[src/rtl/pair_swap_pkg.sv]
package pair_swap_pkg;

  typedef enum logic [1:0] {
    SRC_I1 = 2'd0,
    SRC_J1 = 2'd1,
    SRC_I2 = 2'd2,
    SRC_J2 = 2'd3
  } src_e;

  typedef struct packed {
    logic i2_j1;
    logic j2_i1;
    logic j2_j1;
  } alias_t;

  localparam int NLANE = 4;

  // value of the second-round fixed slot after round one
  function automatic src_e mid_i2(alias_t a);
    return a.i2_j1 ? SRC_I1 : SRC_I2;
  endfunction

  // value of the second-round moving slot after round one
  function automatic src_e mid_j2(alias_t a);
    if (a.j2_j1) return SRC_I1;
    if (a.j2_i1) return SRC_J1;
    return SRC_J2;
  endfunction

  // lanes: 0=i1, 1=j1, 2=i2, 3=j2
  function automatic src_e lane_src(int lane, alias_t a);
    case (lane)
      0: return a.j2_i1 ? mid_i2(a) : SRC_J1;
      1: begin
        if (a.i2_j1) return mid_j2(a);
        if (a.j2_j1) return SRC_I2;
        return SRC_I1;
      end
      2: return mid_j2(a);
      default: return mid_i2(a);
    endcase
  endfunction

  function automatic logic lane_enable(int lane, alias_t a, logic i1_j1, logic i2_j2);
    case (lane)
      0: return 1'b1;
      1: return !i1_j1;
      2: return !a.i2_j1;
      default: return !(a.j2_i1 || a.j2_j1 || i2_j2);
    endcase
  endfunction

endpackage

[src/rtl/pair_alias_cmp.sv]
module pair_alias_cmp
  import pair_swap_pkg::*;
#(
  parameter int AW = 8
) (
  input  logic [AW-1:0] i1,
  input  logic [AW-1:0] j1,
  input  logic [AW-1:0] i2,
  input  logic [AW-1:0] j2,
  output alias_t        flags,
  output logic          i1_j1,
  output logic          i2_j2
);
  always_comb begin
    flags.i2_j1 = (i2 == j1);
    flags.j2_i1 = (j2 == i1);
    flags.j2_j1 = (j2 == j1);
    i1_j1       = (i1 == j1);
    i2_j2       = (i2 == j2);
  end
endmodule

[src/rtl/pair_lane_mux.sv]
module pair_lane_mux
  import pair_swap_pkg::*;
#(
  parameter int DW   = 8,
  parameter int LANE = 0
) (
  input  alias_t        flags,
  input  logic [DW-1:0] v_i1,
  input  logic [DW-1:0] v_j1,
  input  logic [DW-1:0] v_i2,
  input  logic [DW-1:0] v_j2,
  output logic [DW-1:0] dout
);
  src_e sel;
  always_comb begin
    sel = lane_src(LANE, flags);
    case (sel)
      SRC_I1:  dout = v_i1;
      SRC_J1:  dout = v_j1;
      SRC_I2:  dout = v_i2;
      default: dout = v_j2;
    endcase
  end
endmodule

[src/rtl/pair_swap_resolver.sv]
module pair_swap_resolver
  import pair_swap_pkg::*;
#(
  parameter int AW = 8,
  parameter int DW = 8
) (
  input  logic                clk,
  input  logic                rst_n,
  input  logic                in_valid,
  input  logic [AW-1:0]       idx_i1,
  input  logic [AW-1:0]       idx_j1,
  input  logic [AW-1:0]       idx_i2,
  input  logic [AW-1:0]       idx_j2,
  input  logic [DW-1:0]       rd_i1,
  input  logic [DW-1:0]       rd_j1,
  input  logic [DW-1:0]       rd_i2,
  input  logic [DW-1:0]       rd_j2,
  output logic                out_valid,
  output logic [NLANE-1:0]    wr_en,
  output logic [NLANE*AW-1:0] wr_addr,
  output logic [NLANE*DW-1:0] wr_data
);
  localparam int ABUS = NLANE * AW;
  localparam int DBUS = NLANE * DW;

  alias_t           flags;
  logic             i1_j1;
  logic             i2_j2;
  logic [ABUS-1:0]  addr_c;
  logic [DBUS-1:0]  data_c;
  logic [NLANE-1:0] en_c;

  pair_alias_cmp #(.AW(AW)) u_cmp (
    .i1(idx_i1), .j1(idx_j1), .i2(idx_i2), .j2(idx_j2),
    .flags(flags), .i1_j1(i1_j1), .i2_j2(i2_j2)
  );

  assign addr_c = {idx_j2, idx_i2, idx_j1, idx_i1};

  for (genvar k = 0; k < NLANE; k++) begin : g_lane
    pair_lane_mux #(.DW(DW), .LANE(k)) u_mux (
      .flags(flags),
      .v_i1(rd_i1), .v_j1(rd_j1), .v_i2(rd_i2), .v_j2(rd_j2),
      .dout(data_c[k*DW +: DW])
    );
    assign en_c[k] = in_valid && lane_enable(k, flags, i1_j1, i2_j2);
  end

  always_ff @(posedge clk) begin
    if (!rst_n) begin
      out_valid <= 1'b0;
      wr_en     <= '0;
      wr_addr   <= '0;
      wr_data   <= '0;
    end else begin
      out_valid <= in_valid;
      wr_en     <= en_c;
      wr_addr   <= addr_c;
      wr_data   <= data_c;
    end
  end

  // valid follows request by one cycle, idle means no writes
  p_valid_delay_r1: assert property (@(posedge clk) disable iff (!rst_n)
    in_valid |=> out_valid);
  p_idle_quiet_r1: assert property (@(posedge clk) disable iff (!rst_n)
    !out_valid |-> (wr_en == '0));
  // first lane always written, no two enabled lanes share an address
  p_lane0_on_r6: assert property (@(posedge clk) disable iff (!rst_n)
    out_valid |-> wr_en[0]);
  for (genvar a = 0; a < NLANE; a++) begin : g_pa
    for (genvar b = a + 1; b < NLANE; b++) begin : g_pb
      p_single_write_r6: assert property (@(posedge clk) disable iff (!rst_n)
        (wr_en[a] && wr_en[b]) |-> (wr_addr[a*AW +: AW] != wr_addr[b*AW +: AW]));
    end
  end
  // cancelling pair keeps the old values
  p_cancel_keeps_r5: assert property (@(posedge clk) disable iff (!rst_n)
    (in_valid && idx_i2 == idx_j1 && idx_j2 == idx_i1)
      |=> (wr_data[0 +: DW] == $past(rd_i1)));
  // rotation when only the moving indices coincide
  p_rotate_r4: assert property (@(posedge clk) disable iff (!rst_n)
    (in_valid && idx_j2 == idx_j1 && idx_i2 != idx_j1 && idx_j2 != idx_i1
      && idx_i1 != idx_j1)
      |=> (wr_data[DW +: DW] == $past(rd_i2) && wr_data[2*DW +: DW] == $past(rd_i1)));
  // reset quiets outputs
  p_reset_quiet_r8: assert property (@(posedge clk)
    $past(!rst_n) |-> (!out_valid && wr_en == '0));
endmodule

[config.mk]
export PLATFORM = sky130hd
export DESIGN_NAME = pair_swap_resolver
export DESIGN_NICKNAME = d
export VERILOG_FILES = /design/src/rtl/pair_swap_pkg.sv /design/src/rtl/pair_alias_cmp.sv /design/src/rtl/pair_lane_mux.sv /design/src/rtl/pair_swap_resolver.sv
export SDC_FILE = /design/constraint.sdc
export NUM_CORES = 1
export LEC_CHECK = 0
export BUFFER_PORTS_ARGS = -buffer_cell sky130_fd_sc_hd__buf_2
export CAP_MARGIN = 20
export CORE_ASPECT_RATIO = 2
export CORE_MARGIN = 10
export CORE_UTILIZATION = 40
export CTS_CLUSTER_SIZE = 24
export DETAILED_ROUTE_END_ITERATION = 10
export GPL_ROUTABILITY_DRIVEN = 0
export GPL_TIMING_DRIVEN = 1
export PLACE_DENSITY = 0.69
export SYNTH_ARGS = -nofsm -noshare
export SYNTH_HDL_FRONTEND = slang
export SYNTH_HIERARCHICAL = 1
export SYNTH_SLANG_ARGS = --single-unit
[constraint.sdc]
create_clock -name clk -period 2.3 [get_ports clk]
set_input_delay 0.23 -clock clk [delete_from_list [all_inputs] [get_ports clk]]
set_output_delay 0.23 -clock clk [all_outputs]
set_load 0.1 [all_outputs]
Word-level counts from Yosys, hierarchy flattened
Index checks and enable logic that the tools add are counted.
{"block": "word_totals", "reg_bits": 69, "in_bits": 67, "output_inout_bits": 69, "word_cells": 53}
{"block": "op_classes", "n_eq_ne": 13, "n_mux": 24, "n_reduce_logical": 12}
{"cell": "8-bit case mux with 3 select lines", "n": 4}
{"cell": "8-bit == test", "n": 5}
{"cell": "2-bit two-way mux", "n": 12}
{"cell": "2-bit by 1-bit == test with 1-bit output (second input constant)", "n": 4}
{"cell": "2-bit == test (second input constant)", "n": 4}
{"cell": "2-bit zero test", "n": 4}
{"cell": "1-bit two-way mux", "n": 8}
{"cell": "1-bit logical AND", "n": 3}
{"cell": "1-bit zero test", "n": 3}
{"cell": "1-bit logical OR", "n": 2}

Logic depth before layout (Yosys ltp)
Gate-level depths: netlist of the first run.
{"block": "logic_depth", "word_depth": 13, "mapped_depth": 8, "mapped_depth_nobuf": 7}

By module
Netlist of the first run, hierarchy kept.
{"mod": "pair_swap_resolver", "n_inst": 1, "cells_per_inst": 145, "area_per_inst_um2": 1871.8, "seq_area_each_um2": 1361.3}
{"mod": "pair_alias_cmp", "n_inst": 1, "cells_per_inst": 55, "area_per_inst_um2": 431.7, "seq_area_each_um2": 0.0}
{"mod": "pair_lane_mux at g_lane[1].u_mux", "n_inst": 1, "cells_per_inst": 48, "area_per_inst_um2": 309.0, "seq_area_each_um2": 0.0}
{"mod": "pair_lane_mux at g_lane[0].u_mux", "n_inst": 1, "cells_per_inst": 27, "area_per_inst_um2": 183.9, "seq_area_each_um2": 0.0}
{"mod": "pair_lane_mux at g_lane[2].u_mux", "n_inst": 1, "cells_per_inst": 26, "area_per_inst_um2": 172.7, "seq_area_each_um2": 0.0}
{"mod": "pair_lane_mux at g_lane[3].u_mux", "n_inst": 1, "cells_per_inst": 9, "area_per_inst_um2": 131.4, "seq_area_each_um2": 0.0}

Worst setup path before layout of the first run
No wires, ideal clock.
{"block": "synth_path", "path_type": "input to register", "from": "input idx_j1[2]", "to": "register wr_data[10]", "setup_time_ns": 0.115, "arrival_time_ns": 1.490, "t_required_ns": 2.185, "slack_ns": 0.695, "stages": 7, "n_path_buf": 0, "cell_sequence": "xnor2_1 -> nand4_1 -> nor2_1 -> nor2_1 -> o21ai_0 -> nand3_1 -> and2_1"}
{"item": "start: declaration", "line_no": "pair_swap_resolver.sv:11", "text": "input logic [AW-1:0] idx_j1,"}
{"item": "end signal: assignment", "line_no": "pair_swap_resolver.sv:59", "text": "wr_data <= data_c;"}
{"item": "end: declaration", "line_no": "pair_swap_resolver.sv:21", "text": "output logic [NLANE*DW-1:0] wr_data"}

==> results of run 1 <==
[power by group through the flow]
| stage | combinational, mW | sequential [mW] | clock (mW) |
|---|---|---|---|
| 2_1_floorplan | 0.187 | 1.76 | 0 |
| 3_3_place_gp | 0.861 | 1.28 | 0 |
| 3_5_place_dp | 0.867 | 1.29 | 0 |
| 4_1_cts | 0.869 | 1.26 | 1.39 |
| 5_1_grt | 0.902 | 1.27 | 1.46 |
| 6_report | 0.862 | 1.26 | 1.36 |
[metrics by stage]
step / std cells / area, um2 / setup WS [ns]
finish: 543 / 4090 / 0.670
global route: 543 / 4090 / 0.572
CTS: 543 / 4090 / 0.709
detailed placement: 527 / 3790 / 0.369
global placement: 527 / 3790 / 0.352
floorplan: 310 / 3100 / 0.695
[cells by family (layout without fill, tap and decap cells)]
group	count (synthesis)	in the layout	synth area share, %
compound gates	24	24	4.00
flops	68	68	43.9
buf+inv	19	158	5.61
xor+xnor	40	40	11.3
simple gates	127	127	22.3
mux	32	32	12.9
[layout make-up]
cell class | instances | area (um2) | area share [%]
sequential | 68 | 1360 | 33.3
inverter | 1 | 3.75 | 0.0919
timing repair buffer | 141 | 733 | 17.9
tap | 94 | 118 | 2.88
clock inverter | 4 | 48.8 | 1.19
multi-input combinational | 223 | 1580 | 38.5
clock buffer | 12 | 246 | 6.03
[registers in the layout (all words and copies together), names as in the netlist]
| register | flops |
|---|---|
| wr_data | 32 |
| wr_addr | 32 |
| wr_en | 4 |
[Yosys cell counts]
| library cell | number | area share [%] |
|---|---|---|
| a21oi_1 | 7 | 1.1 |
| a21oi_2 | 1 | 0.28 |
| and2_1 | 65 | 13 |
| buf_2 | 4 | 0.65 |
| buf_4 | 2 | 0.48 |
| buf_6 | 12 | 4.4 |
| dfxtp_1 | 68 | 44 |
| inv_1 | 1 | 0.12 |
| mux2_4 | 16 | 7.7 |
| mux2i_1 | 16 | 5.2 |
| nand2_1 | 24 | 2.9 |
| nand2_2 | 1 | 0.20 |
| nand3_1 | 8 | 1.3 |
| nand4_1 | 10 | 2.0 |
| nor2_1 | 16 | 1.9 |
| nor2b_1 | 2 | 0.40 |
| nor4_2 | 1 | 0.40 |
| o21ai_0 | 8 | 1.3 |
| o21ai_1 | 8 | 1.3 |
| xnor2_1 | 40 | 11 |
[per-layer routing]
metal  share of wire (%)  wire length [um]  GRT usage (%)  vias to the layer above
met2                  55              5150           30.0                      115
met3                 9.2               864           6.84                       23
li1                    -                 -              -                     1276
met1                  33              3060           13.8                     1203
met5                   0                 0              0                        -
met4                 3.6               335           8.02                        0
[tightest hold or removal path, stage by stage]
cell and delay (ns):
buf_2 0.08, nand2_2 0.08, inv_1 0.07
[path summary, 6_finish.rpt]
check,to,cells after the start
worst max-delay path,wr_data[9],8
worst min-delay path,wr_en[0],3
==> impl_results.md, run 1 <==
- Fmax: 0.614 GHz
- CP bufs+invs: 1
- Final core utilization: 53.8%
- Ratio of cells with drive above 1 in the final layout: 39.2%
- Flop pwr share: between 30% and 40%
- Routed WL per cell: ~17 um
- Synth Instances: 310
- Clock sinks: 68
- Switching Share: 33.6%
- Leakage: 1.86 nW
- Gr ovfl total: 0
- Hold path start: in_valid
- Fin crit share: 70.9%
- Residual DRC count: 0
- Max-cap violations: 0
- Row count: 45
- Smallest hold slack: 0.162 ns
- PostCTS Resize Cnt: 0
- Crit path max-delay family: simple AND/OR/NAND/NOR gates
- # H-tree levels: 3
- Worst Path Max Fanout: 8
- Vias in the first global route: 2844
- Clock Pin Slew Worst Setup and Hold Paths: around 0.050 ns
- Seq cells post-synth: around 70
- CP Cell Sequence: buf_2 > xnor2_1 > nand4_1 > nor2_2 > nor2b_1 > nand2_1 > nand3_1 > and2_1
- Data arrival, critical path: around 1.9 ns
- Combinational share of power: 24.8%
- Startpoint types: primary input
- Kind of critical path: primary input to flop
- Tmin final: around 1.6 ns
- Layout area overhead: 31.8%
- Core footprint: roughly 7600 um2
- Slowest cell on crit path: nor2b_1
- Final nets: about 510
- Global Route Usage Sum: 16.2%
- Fillers: 730
- Vias: 2617
- Commonest cells after routing, fill and taps aside: 135 x buf_2, 68 x dfxtp_1, 65 x and2_1, 40 x xnor2_1, 24 x nand2_1
- Post-synthesis sequential area ratio: 43.9%
- Mapped Avg Cell Area: approximately 10 um2
- Largest stage delay, worst path: 0.53 ns
- Die footprint: 11900 um2
- Final Power: roughly 3.5 mW
- Initial antenna violation count: 0
- Worst Hold Class: primary input to flop
- Syn nets: roughly 380
- Setup TNS: 0 ns
- Slew @ Worst Pin: 0.614 ns
- Final slew viol count: 0
- Initial DRC Count: 82
- I/O pins: 136
- Starting Density: 40.8%
- Cts hold-fix bufs: 0
- Most common cell after layout, fill and taps aside: buf_2
- Endpoints failing setup: 0
- Unrepaired setup endpoints after global routing: false
- Max_slew headroom: 59.0%
- Final ANT Viol Nets: 0
- Run status: finished, final reports clean
- Synthesis Warnings: 6
- First-pass GRT wire length: 14300 um
- P per Cell Area: 851 nW/um2
- Distinct cell type count after synthesis: 20
- Switching pwr: 1.17 mW
- Largest net degree at the start of global routing: 37
- WL final: ~9400 um
- Antenna cells: 0
- CTS tree: done
- Crit path from: idx_j1[3]
- IO buf count: 135
- Cell internal pwr: about 2.3 mW
- Synth Cell Area: 3100 um2
- Clock Path Buffers: 2
- Dpl hpwl: 7650 um
- Clk pwr share: roughly two fifths
- Worst Setup End Kind: flop
- Peak VDD IR: 427 uV
- Die Height: roughly 140 um
- Worst Path Required: 2.57 ns
- CTS Buf Count: 9
- Final number of hold-violating endpoints: 0
- DR vias/cell: 4.82
- # Post-CTS Setup Buffers: 0
- Die Span X: 82.3 um
- DR pass1 iterations: 4
- CTS Root Cell: clkbuf_16
Power figures use the tool's default switching activity.
==> run 2: changes to the inputs <==
--- a/config.mk
+++ b/config.mk
@@ -14,7 +14,7 @@
 export DETAILED_ROUTE_END_ITERATION = 10
 export GPL_ROUTABILITY_DRIVEN = 0
 export GPL_TIMING_DRIVEN = 1
-export PLACE_DENSITY = 0.69
+export PLACE_DENSITY = 0.72
 export SYNTH_ARGS = -nofsm -noshare
 export SYNTH_HDL_FRONTEND = slang
 export SYNTH_HIERARCHICAL = 1
==> constraint.sdc (replaced) <==
create_clock -name clk -period 1.33 [get_ports clk]
set_input_delay 0.133 -clock clk [delete_from_list [all_inputs] [get_ports clk]]
set_output_delay 0.133 -clock clk [all_outputs]
set_load 0.1 [all_outputs]
==> impl_results.md, run 2 (same netlist as run 1, synthesis figures left out) <==
- # H-tree levels: 3 (unchanged)
- Vias: 2827 (was 2617)
- Data arrival, critical path: 1.62 ns (was 1.90 ns)
- Antenna cells: 0 (unchanged)
- Final number of hold-violating endpoints: 0 (unchanged)
- Final Non-Filler Cells: 582 (was 543)
- CTS tree: done (unchanged)
- Dpl cells: 563 (was 527)
- CTS Root Cell: clkbuf_16 (unchanged)
- Ratio of cells with drive above 1 in the final layout: 50.4% (was 39.2%)
- Finished Cell Area: 4750 um2 (was 4090 um2)
- DR vias/cell: 4.86 (was 4.82)
- Leakage: 2.20 nW (was 1.86 nW)
- Final setup margin: -0.0791 ns (was 0.670 ns)
- P per Cell Area: 1310 nW/um2 (was 851 nW/um2)
- I/O pins: 136 (unchanged)
- Fmax: 0.710 GHz
- Row count: 45 (unchanged)
- Worst Path Required: 1.54 ns (was 2.57 ns)
- Run status: finished, violations left (was finished, final reports clean)
- Startpoint types: primary input (unchanged)
- Clock Path Buffers: 2 (unchanged)
- IO buf count: 135 (unchanged)
- Core footprint: 7600 um2 (unchanged)
- Commonest cells after routing, fill and taps aside: 126 x buf_2, 67 x dfxtp_1, 61 x and2_1, 35 x buf_4, 27 x xnor2_1 (was 135 x buf_2, 68 x dfxtp_1, 65 x and2_1, 40 x xnor2_1, 24 x nand2_1)
- CP endpoint: wr_data[12] (was wr_data[9])
- Initial antenna violation count: 0 (unchanged)
- Die Height: 145 um (unchanged)
- WL final: 10100 um (was 9400 um)
- Largest stage delay, worst path: 0.26 ns (was 0.53 ns)
- Routed WL per cell: 17.4 um (was 17.3 um)
- Max_slew headroom: 64.5% (was 59.0%)
- Vias in the first global route: 3008 (was 2844)
- Die Span X: 82.3 um (unchanged)
- Worst Hold Class: primary input to flop (unchanged)
- Worst Path Max Fanout: 8 (unchanged)
- Die footprint: 11900 um2 (unchanged)
- Starting Density: 40.8% (unchanged)
- Initial DRC Count: 144 (was 82)
- Max-cap violations: 0 (unchanged)
- CP bufs+invs: 2 (was 1)
- Dpl hpwl: 7840 um (was 7650 um)
- Peak VDD IR: 802 uV (was 427 uV)
- Levels on crit path: 9 (was 8)
- Fillers: 642 (was 730)
- CTS Buf Count: 9 (unchanged)
- Gr ovfl total: 0 (unchanged)
- First-pass GRT wire length: 15300 um (was 14300 um)
- Final slew viol count: 0 (unchanged)
- Final nets: 550 (was 511)
- Violated checks: negative setup slack
- Residual DRC count: 0 (unchanged)
- Clock sinks: 68 (unchanged)
- Endpoints failing setup: 1 (was 0)
- Crit path max-delay family: simple AND/OR/NAND/NOR gates (unchanged)
- Tmin final: 1.41 ns
- Slew @ Worst Pin: 0.537 ns (was 0.614 ns)
- Clock Pin Slew Worst Setup and Hold Paths: 0.05 ns (about the same)
- Unrepaired setup endpoints after global routing: true (was false)
- Kind of critical path: primary input to flop (unchanged)
- Slowest cell on crit path: o21ai_0 (was nor2b_1)
- DR pass1 iterations: 4 (unchanged)
- CP Cell Sequence: buf_2 > buf_4 > xnor2_1 > nand4_1 > nor2_4 > nor2_2 > o21ai_0 > nand3_1 > and2_1 (was buf_2 > xnor2_1 > nand4_1 > nor2_2 > nor2b_1 > nand2_1 > nand3_1 > and2_1)
- Biggest regs: wr_addr (32), wr_data (32), wr_en (4) (unchanged)
- Final ANT Viol Nets: 0 (unchanged)
- Worst Setup End Kind: flop (unchanged)
- Global Route Usage Sum: 17.2% (was 16.2%)
- Most common cell after layout, fill and taps aside: buf_2 (unchanged)
- Area post-placement: 4120 um2 (was 3790 um2)
- Layout area overhead: 53.2% (was 31.8%)
- Smallest hold slack: 0.0621 ns (was 0.162 ns)
- Largest net degree at the start of global routing: 41 (was 37)
- Fin crit share: 106%
- Crit path from: idx_j2[4] (was idx_j1[3])
==> run 2: stage by stage <==
step / TNS, ns / util, % / power, mW / worst slack [ns]
CTS: 0 / 60.5 / 6.24 / 0.00126
global placement: -10.36 / 54.2 / 3.79 / -0.404
finish: -0.0791 / 62.5 / 6.23 / -0.0791
detailed placement: -10.97 / 54.2 / 3.80 / -0.443
global route: -0.500 / 62.5 / 6.46 / -0.163
floorplan: -0.508 / - / 3.38 / -0.0943
==> run 2: layout make-up <==
type	instances	area [um2]	share of cell area [%]
multi-input combinational	223	1780	37.5
inverter	1	3.75	0.0790
clock inverter	4	47.5	1.00
clock buffer	12	256	5.40
sequential	68	1360	28.7
timing repair buffer	180	1180	24.8
tap	94	118	2.48
==> run 2: power breakdown <==
part | total (mW) | leakage, nW | internal [mW] | switching [mW]
clock | 2.39 | 0.149 | 1.55 | 0.840
combinational | 1.66 | 1.49 | 0.473 | 1.19
sequential | 2.18 | 0.567 | 2.15 | 0.0263
==> run 2: worst min path at each step <==
stage | startpoint | to | cells past startpoint | slack (ns)
floorplan | in_valid | wr_en[0] | 2 | 0.26
global placement | idx_i2[2] | wr_addr[18] | 2 | 0.39
detailed placement | in_valid | wr_en[0] | 3 | 0.40
CTS | in_valid | wr_en[0] | 3 | 0.06
global route | idx_i2[3] | wr_addr[19] | 2 | 0.08
finish | in_valid | wr_en[0] | 3 | 0.06
==> run 2: timing repair <==
item | 4_1_cts | 5_1_grt
hold endpoints to repair | 0 | 0
gates resized for setup | 25 | 36
cloned | 2 | 0
pin swaps | 8 | 5
setup endpoints to repair | 19 | 32
hold buffers | 0 | 0
buffers inserted | 2 | 0
==> run 2: routing by layer <==
metal	vias up	wire length, um	part of all wire, %	global-route usage (%)
met5	-	0	0	0
met4	0	425	4.2	9.64
met3	22	925	9.1	5.53
met2	125	5670	56	32.0
met1	1319	3100	31	15.2
li1	1361	-	-	-
